<file path="src/rtl/mcf_pkg.sv">
package mcf_pkg;
    localparam logic [2:0] CMD_WR = 3'b000;
    localparam logic [2:0] CMD_RD = 3'b001;

    typedef enum logic [1:0] {
        DS_FETCH     = 2'd0,
        DS_WAIT_DATA = 2'd1,
        DS_HOLD      = 2'd2
    } ds_state_t;
endpackage

</file>
<file path="src/rtl/mcf_fifo.sv">
module mcf_fifo #(
    parameter int W     = 8,
    parameter int DEPTH = 4
) (
    input  logic                         clk,
    input  logic                         rst_n,
    input  logic                         push,
    input  logic [W-1:0]                 din,
    input  logic                         pop,
    output logic [W-1:0]                 dout,
    output logic                         full,
    output logic                         empty,
    output logic [$clog2(DEPTH+1)-1:0]   count
);
    localparam int PW = (DEPTH > 1) ? $clog2(DEPTH) : 1;
    localparam int CW = $clog2(DEPTH + 1);

    logic [W-1:0]  mem [DEPTH];
    logic [PW-1:0] wp, rp;
    logic          do_push, do_pop;

    assign do_push = push && !full;
    assign do_pop  = pop && !empty;

    always_ff @(posedge clk or negedge rst_n) begin
        if (!rst_n) begin
            wp    <= '0;
            rp    <= '0;
            count <= '0;
        end else begin
            if (do_push) wp <= (wp == PW'(DEPTH - 1)) ? '0 : wp + PW'(1);
            if (do_pop)  rp <= (rp == PW'(DEPTH - 1)) ? '0 : rp + PW'(1);
            count <= count + CW'(do_push) - CW'(do_pop);
        end
    end

    always_ff @(posedge clk) begin
        if (do_push) mem[wp] <= din;
    end

    assign dout  = mem[rp];
    assign full  = (count == CW'(DEPTH));
    assign empty = (count == '0);
endmodule

</file>
<file path="src/rtl/mcf_beat_join.sv">
module mcf_beat_join #(
    parameter int DW = 16
) (
    input  logic            clk,
    input  logic            rst_n,
    input  logic            wd_en,
    input  logic            wd_last,
    input  logic [DW-1:0]   wd_data,
    input  logic            take_ok,
    output logic            pair_push,
    output logic [2*DW-1:0] pair_data
);
    logic [DW-1:0] first_q;

    always_ff @(posedge clk or negedge rst_n) begin
        if (!rst_n) first_q <= '0;
        else if (wd_en && take_ok && !wd_last) first_q <= wd_data;
    end

    assign pair_push = wd_en && take_ok && wd_last;
    assign pair_data = {first_q, wd_data};
endmodule

</file>
<file path="src/rtl/mcf_dispatch.sv">
module mcf_dispatch
    import mcf_pkg::*;
#(
    parameter int AW = 8,
    parameter int DW = 16
) (
    input  logic            clk,
    input  logic            rst_n,
    input  logic            head_valid,
    input  logic            head_is_wr,
    input  logic [AW-1:0]   head_addr,
    input  logic            pair_avail,
    input  logic [2*DW-1:0] pair_data,
    input  logic            out_ready,
    output logic            cmd_pop,
    output logic            pair_pop,
    output logic            out_valid,
    output logic            out_is_wr,
    output logic [AW-1:0]   out_addr,
    output logic [DW-1:0]   out_data0,
    output logic [DW-1:0]   out_data1
);
    ds_state_t st, st_nxt;
    logic      load;
    logic      can_take;

    assign can_take = head_valid && (!head_is_wr || pair_avail);

    always_ff @(posedge clk or negedge rst_n) begin
        if (!rst_n) st <= DS_FETCH;
        else        st <= st_nxt;
    end

    always_comb begin
        st_nxt   = st;
        load     = 1'b0;
        cmd_pop  = 1'b0;
        pair_pop = 1'b0;
        unique case (st)
            DS_FETCH: begin
                if (can_take) begin
                    load     = 1'b1;
                    cmd_pop  = 1'b1;
                    pair_pop = head_is_wr;
                    st_nxt   = DS_HOLD;
                end else if (head_valid) begin
                    st_nxt = DS_WAIT_DATA;
                end
            end
            DS_WAIT_DATA: begin
                if (pair_avail) begin
                    load     = 1'b1;
                    cmd_pop  = 1'b1;
                    pair_pop = 1'b1;
                    st_nxt   = DS_HOLD;
                end
            end
            DS_HOLD: begin
                if (out_ready) st_nxt = DS_FETCH;
            end
            default: st_nxt = DS_FETCH;
        endcase
    end

    always_ff @(posedge clk or negedge rst_n) begin
        if (!rst_n) begin
            out_is_wr <= 1'b0;
            out_addr  <= '0;
            out_data0 <= '0;
            out_data1 <= '0;
        end else if (load) begin
            out_is_wr <= head_is_wr;
            out_addr  <= head_addr;
            out_data0 <= pair_data[2*DW-1:DW];
            out_data1 <= pair_data[DW-1:0];
        end
    end

    assign out_valid = (st == DS_HOLD);
endmodule

</file>
<file path="src/rtl/mc_cmd_front.sv">
module mc_cmd_front
    import mcf_pkg::*;
#(
    parameter int AW        = 28,
    parameter int DW        = 64,
    parameter int CMD_DEPTH = 8,
    parameter int WD_DEPTH  = 4
) (
    input  logic          clk,
    input  logic          rst_n,
    input  logic          usr_en,
    input  logic [2:0]    usr_cmd,
    input  logic [AW-1:0] usr_addr,
    output logic          usr_rdy,
    input  logic          wd_en,
    input  logic          wd_last,
    input  logic [DW-1:0] wd_data,
    output logic          wd_rdy,
    output logic          cmd_err,
    output logic          out_valid,
    input  logic          out_ready,
    output logic          out_is_wr,
    output logic [AW-1:0] out_addr,
    output logic [DW-1:0] out_data0,
    output logic [DW-1:0] out_data1
);
    localparam int CCW = $clog2(CMD_DEPTH + 1);
    localparam int PCW = $clog2(WD_DEPTH + 1);

    logic            code_ok, cmd_push, cmd_pop, cmd_full, cmd_empty;
    logic [AW:0]     cmd_din, cmd_dout;
    logic [CCW-1:0]  cmd_cnt;
    logic            pair_push, pair_pop, pair_full, pair_empty;
    logic [2*DW-1:0] pair_din, pair_dout;
    logic [PCW-1:0]  pair_cnt;

    assign code_ok  = (usr_cmd == CMD_WR) || (usr_cmd == CMD_RD);
    assign cmd_push = usr_en && usr_rdy && code_ok;
    assign cmd_din  = {usr_cmd == CMD_WR, usr_addr};
    assign usr_rdy  = !cmd_full;
    assign wd_rdy   = !pair_full;

    always_ff @(posedge clk or negedge rst_n) begin
        if (!rst_n) cmd_err <= 1'b0;
        else        cmd_err <= usr_en && usr_rdy && !code_ok;
    end

    mcf_fifo #(.W(AW + 1), .DEPTH(CMD_DEPTH)) u_cmdq (
        .clk(clk), .rst_n(rst_n), .push(cmd_push), .din(cmd_din),
        .pop(cmd_pop), .dout(cmd_dout), .full(cmd_full),
        .empty(cmd_empty), .count(cmd_cnt)
    );

    mcf_beat_join #(.DW(DW)) u_join (
        .clk(clk), .rst_n(rst_n), .wd_en(wd_en), .wd_last(wd_last),
        .wd_data(wd_data), .take_ok(wd_rdy),
        .pair_push(pair_push), .pair_data(pair_din)
    );

    mcf_fifo #(.W(2 * DW), .DEPTH(WD_DEPTH)) u_pairq (
        .clk(clk), .rst_n(rst_n), .push(pair_push), .din(pair_din),
        .pop(pair_pop), .dout(pair_dout), .full(pair_full),
        .empty(pair_empty), .count(pair_cnt)
    );

    mcf_dispatch #(.AW(AW), .DW(DW)) u_disp (
        .clk(clk), .rst_n(rst_n),
        .head_valid(!cmd_empty), .head_is_wr(cmd_dout[AW]),
        .head_addr(cmd_dout[AW-1:0]),
        .pair_avail(!pair_empty), .pair_data(pair_dout),
        .out_ready(out_ready), .cmd_pop(cmd_pop), .pair_pop(pair_pop),
        .out_valid(out_valid), .out_is_wr(out_is_wr), .out_addr(out_addr),
        .out_data0(out_data0), .out_data1(out_data1)
    );
endmodule

</file>
<file path="config.mk">
export PLATFORM = sky130hd
export DESIGN_NAME = mc_cmd_front
export DESIGN_NICKNAME = d
export VERILOG_FILES = /design/src/rtl/mcf_pkg.sv /design/src/rtl/mcf_fifo.sv /design/src/rtl/mcf_beat_join.sv /design/src/rtl/mcf_dispatch.sv /design/src/rtl/mc_cmd_front.sv
export SDC_FILE = /design/constraint.sdc
export NUM_CORES = 1
export LEC_CHECK = 0
export BUFFER_PORTS_ARGS = -buffer_cell sky130_fd_sc_hd__buf_2
export CELL_PAD_IN_SITES_DETAIL_PLACEMENT = 1
export CELL_PAD_IN_SITES_GLOBAL_PLACEMENT = 2
export CORE_ASPECT_RATIO = 0.5
export CORE_UTILIZATION = 51
export CTS_CLUSTER_DIAMETER = 100
export DETAILED_ROUTE_END_ITERATION = 6
export PLACE_DENSITY = 0.8
export SLEW_MARGIN = 25
export SYNTH_ARGS = -nofsm -noshare
export SYNTH_HDL_FRONTEND = slang
export SYNTH_SLANG_ARGS = --single-unit
export TNS_END_PERCENT = 20
</file>
<file path="constraint.sdc">
create_clock -name clk -period 7 [get_ports clk]
set_input_delay 0.7 -clock clk [delete_from_list [all_inputs] [get_ports clk]]
set_output_delay 0.7 -clock clk [all_outputs]
set_load 0.02 [all_outputs]
</file>
==> results.py <==
metrics = {
    "worst_hold_path": {
        "hold_path.class": "input pin to asynchronous set/reset pin",
    },
    "sta": {
        "fmax_mhz": 277,
        "rsz0062_at_grt": "no",
        "max_slew.worst_pin.slew_ns": 0.975,
        "setup_viol": 0,
        "hold_viol": 0,
        "relSlewSlack": 0.349,
        "fin_crit_sh": 0.515,
        "drv_slew": 0,
        "fin_skew_ns": 0.0240,
        "fin_tns_setup_ns": 0,
        "layout_min_cycle_time_ns": 3.61,
    },
    "status": {
        "status": "finished clean",
    },
    "place": {
        "io_buffer_count": 261,
        "routabilityCongestion": 0.708,
        "hpwl_microns": 40900,
        "placed_cells": 2782,
    },
    "detailed_routing": {
        "totalWireLength_microns": 74000,
        "drc": 0,
        "dr.pass1.iters": 5,
        "vias": 16300,
        "drtIter0Drc": 886,
        "vias_per_cell": 5.55,
        "antenna_left": 0,
        "routedWlPerCell_microns": 25.2,
    },
    "yosys": {
        "synth-adder-area-share": 0.00691,
        "synth-xor-area-share": 0.000957,
        "synth-seq-cells": 985,
        "synth_top_area_cell": "edfxtp_1",
        "netlist_top_cells_area": "edfxtp_1 (61%), dfrtp_1 (16%), mux4_2 (11%)",
        "synth-simple-area-share": 0.00773,
        "syn_area_sq_um": 36600,
        "synth_cell_types": 40,
        "muxShareOfSynthArea": 0.192,
        "synthCells": 1609,
        "synth_compound_area_frac": 0.00301,
        "synth_area_per_cell_sq_um": 22.7,
        "yosys_warnings": 0,
        "seq_area_frac_synth": 0.775,
        "synth_top_cell_area_share": 0.610,
        "synth_top_family_by_area": "multiplexers",
        "syn-num-nets": 1729,
    },
    "cts": {
        "cts.path.max_buffers": 3,
        "htree_levels": 3,
        "worstSkewPairLatency_ns": 0.66,
        "cts_made_buffers": 84,
        "hold_buffers": 0,
        "cts_tree": "built",
        "cts_root_buf": "clkbuf_16",
        "clk_pin_slew_ns": 0.07,
        "cts_sinks": 985,
        "cts_resized": 0,
        "postCtsSetupBuffers": 0,
    },
    "cells_and_area": {
        "finalNonFillerCells": 2939,
        "fillers": 6025,
        "drive_gt1_frac": 0.412,
        "fin_nets": 2030,
        "syn_to_final_growth_pct": 13.8,
        "multi_input_area_sq_um": 7770,
        "seqCellArea_sq_um": 28400,
    },
    "critical_path": {
        "required_ns": 7.52,
        "crit_path_start_kind": "flop",
        "cp_max_fo": 109,
        "crit_type": "flop to flop",
        "cp.arrival_ns": 4.13,
        "endpoint_kind": "flop",
    },
    "floorplanning": {
        "die_h_microns": 191,
        "rows": 69,
        "io_pins": 262,
        "core_area_sq_um": 71000,
        "die_area_sq_um": 72900,
        "start_util": 0.516,
        "die_x_microns": 381,
    },
    "power_and_ir_drop": {
        "p_per_area_nw_per_um2": 437,
        "leakagePower_nw": 14.6,
        "ir_drop_uv": 476,
    },
    "global_routing": {
        "grt_max_degree": 110,
        "grt_pass1_wl_microns": 113000,
        "grt_usage": 0.209,
        "gr-total-overflow": 0,
        "antenna_found_initial": 4,
        "grt_pass1_vias": 18000,
    },
    "flow_run": {
        "maxCapViolations": 0,
    },
}
Yosys cell counts:
master    count
a31oi_1       1
inv_1        16
a21oi_1       3
a21o_1        1
buf_2        24
xor2_1        2
nor2b_1       3
nand2b_1      3
buf_6        16
mux2i_1       4
a21oi_2       1
or2_2         1
xnor2_1       2
edfxtp_1    744
mux2_2      205
nand3_1       4
and3_1        1
o221a_2       1
nor2_1       17
o21ai_0       5
dfrtp_1     241
nand3_2       1
clkbuf_1     26
or3b_2        1
buf_8         2
o21a_1        1
buf_4         3
nor3_1        6
a22oi_2       1
and2_1        5
or3_1         1
mux4_2      184
nand2_1      12
fa_1          2
nor3_2        1
o21bai_1      1
ha_1         17
nand3b_1      1
mux2_1       48
a41oi_1       1
report_power, final:
group / internal (mW) / total [mW] / switching, mW
registers: 7.55 / 8.32 / 0.770
logic: 2.61 / 5.35 / 2.75
clock network: 2.48 / 4.55 / 2.07
metrics by stage:
step / setup WS [ns] / cell area [sq um] / hold WS (ns) / power (mW) / utilization
CTS: 3.37 / 41600 / 0.0792 / 18.5 / 0.587
global route: 3.22 / 41700 / 0.133 / 19.1 / 0.587
finish: 3.39 / 41700 / 0.0687 / 18.2 / 0.587
floorplan: 2.45 / 36600 / 0.404 / 12.3 / -
global placement: 3.51 / 39000 / 0.470 / 13.7 / 0.549
detailed placement: 3.37 / 39000 / 0.477 / 13.9 / 0.550
cells in the final DEF, fill, tap and decap left out, types with 5 or more instances in the layout:
cell and count:
mux4_2 184, edfxtp_1 744, clkbuf_8 7, nor2_2 6, mux2_1 48, inv_1 16
buf_4 18, clkinv_1 14, clkinv_2 12, nor2_1 10, o21ai_0 5, dfrtp_1 237
clkbuf_16 87, clkbuf_1 25, mux2_2 205, buf_2 260, nand2_1 12, ha_1 17
buf_12 6
area by class of cell:
cell class,count,area share
inverter,16,0.00144
timing repair buffer,286,0.0384
clock buffer,119,0.0568
multi-input combinational,537,0.186
clock inverter,36,0.00661
tap,958,0.0288
antenna,2,0.000120
sequential,985,0.681
worst paths after layout:
| check | end | cells after the start | slack (ns) | start |
|---|---|---|---|---|
| worst max-delay path | u_disp.out_data1[37] | 6 | 3.39 | u_cmdq.rp[1] |
| worst min-delay path | u_disp.out_addr[25] | 1 | 0.07 | rst_n |
| worst max register to register | u_disp.out_data1[37] | 6 | 3.39 | u_cmdq.rp[1] |
| worst min register to register | u_disp.out_data0[35] | 1 | 0.49 | u_disp.out_data0[35] |
| max in group asynchronous | u_pairq.rp[1] | 2 | 5.56 | rst_n |
| min in group clk | cmd_err | 3 | 0.27 | usr_en |
layer usage:
layer / vias up / wire, microns / global-route usage / part of all wire
met1: 8889 / 31100 / 0.267 / 0.42
met5: - / 20 / 0 / 0.00027
met2: 214 / 39500 / 0.373 / 0.53
met3: 96 / 2190 / 0.0369 / 0.030
met4: 4 / 1240 / 0.0493 / 0.017
li1: 7105 / - / - / -
registers in the layout, indices dropped and copies added (netlist names):
register,flops
u_pairq.rp,2
u_cmdq.count,4
u_cmdq.mem,232
u_join.first_q,64
u_disp.out_addr,28
u_disp.out_data1,64
u_disp.out_is_wr,1
u_disp.st,2
u_pairq.wp,2
u_cmdq.wp,3
u_pairq.count,3
cmd_err,1
u_disp.out_data0,64
u_cmdq.rp,3
u_pairq.mem,512
critical path: stages, from the launching register on:
cell	delay, ns
dfrtp_1	0.63
buf_4	0.48
nand3b_1	0.24
nand3_2	0.15
a21oi_4	0.79
buf_12	0.57
mux2_1	0.40
logic make-up after synthesis:
| group | Yosys count |
|---|---|
| muxes | 441 |
| xor gates and xnor gates | 4 |
| buffers and inverters | 87 |
| DFF | 985 |
| adders and majority gates | 19 |
| AOI/OAI and AO/OA | 16 |
| and+or+nand+nor | 57 |
Note: power is estimated with default switching activity, not from simulation.
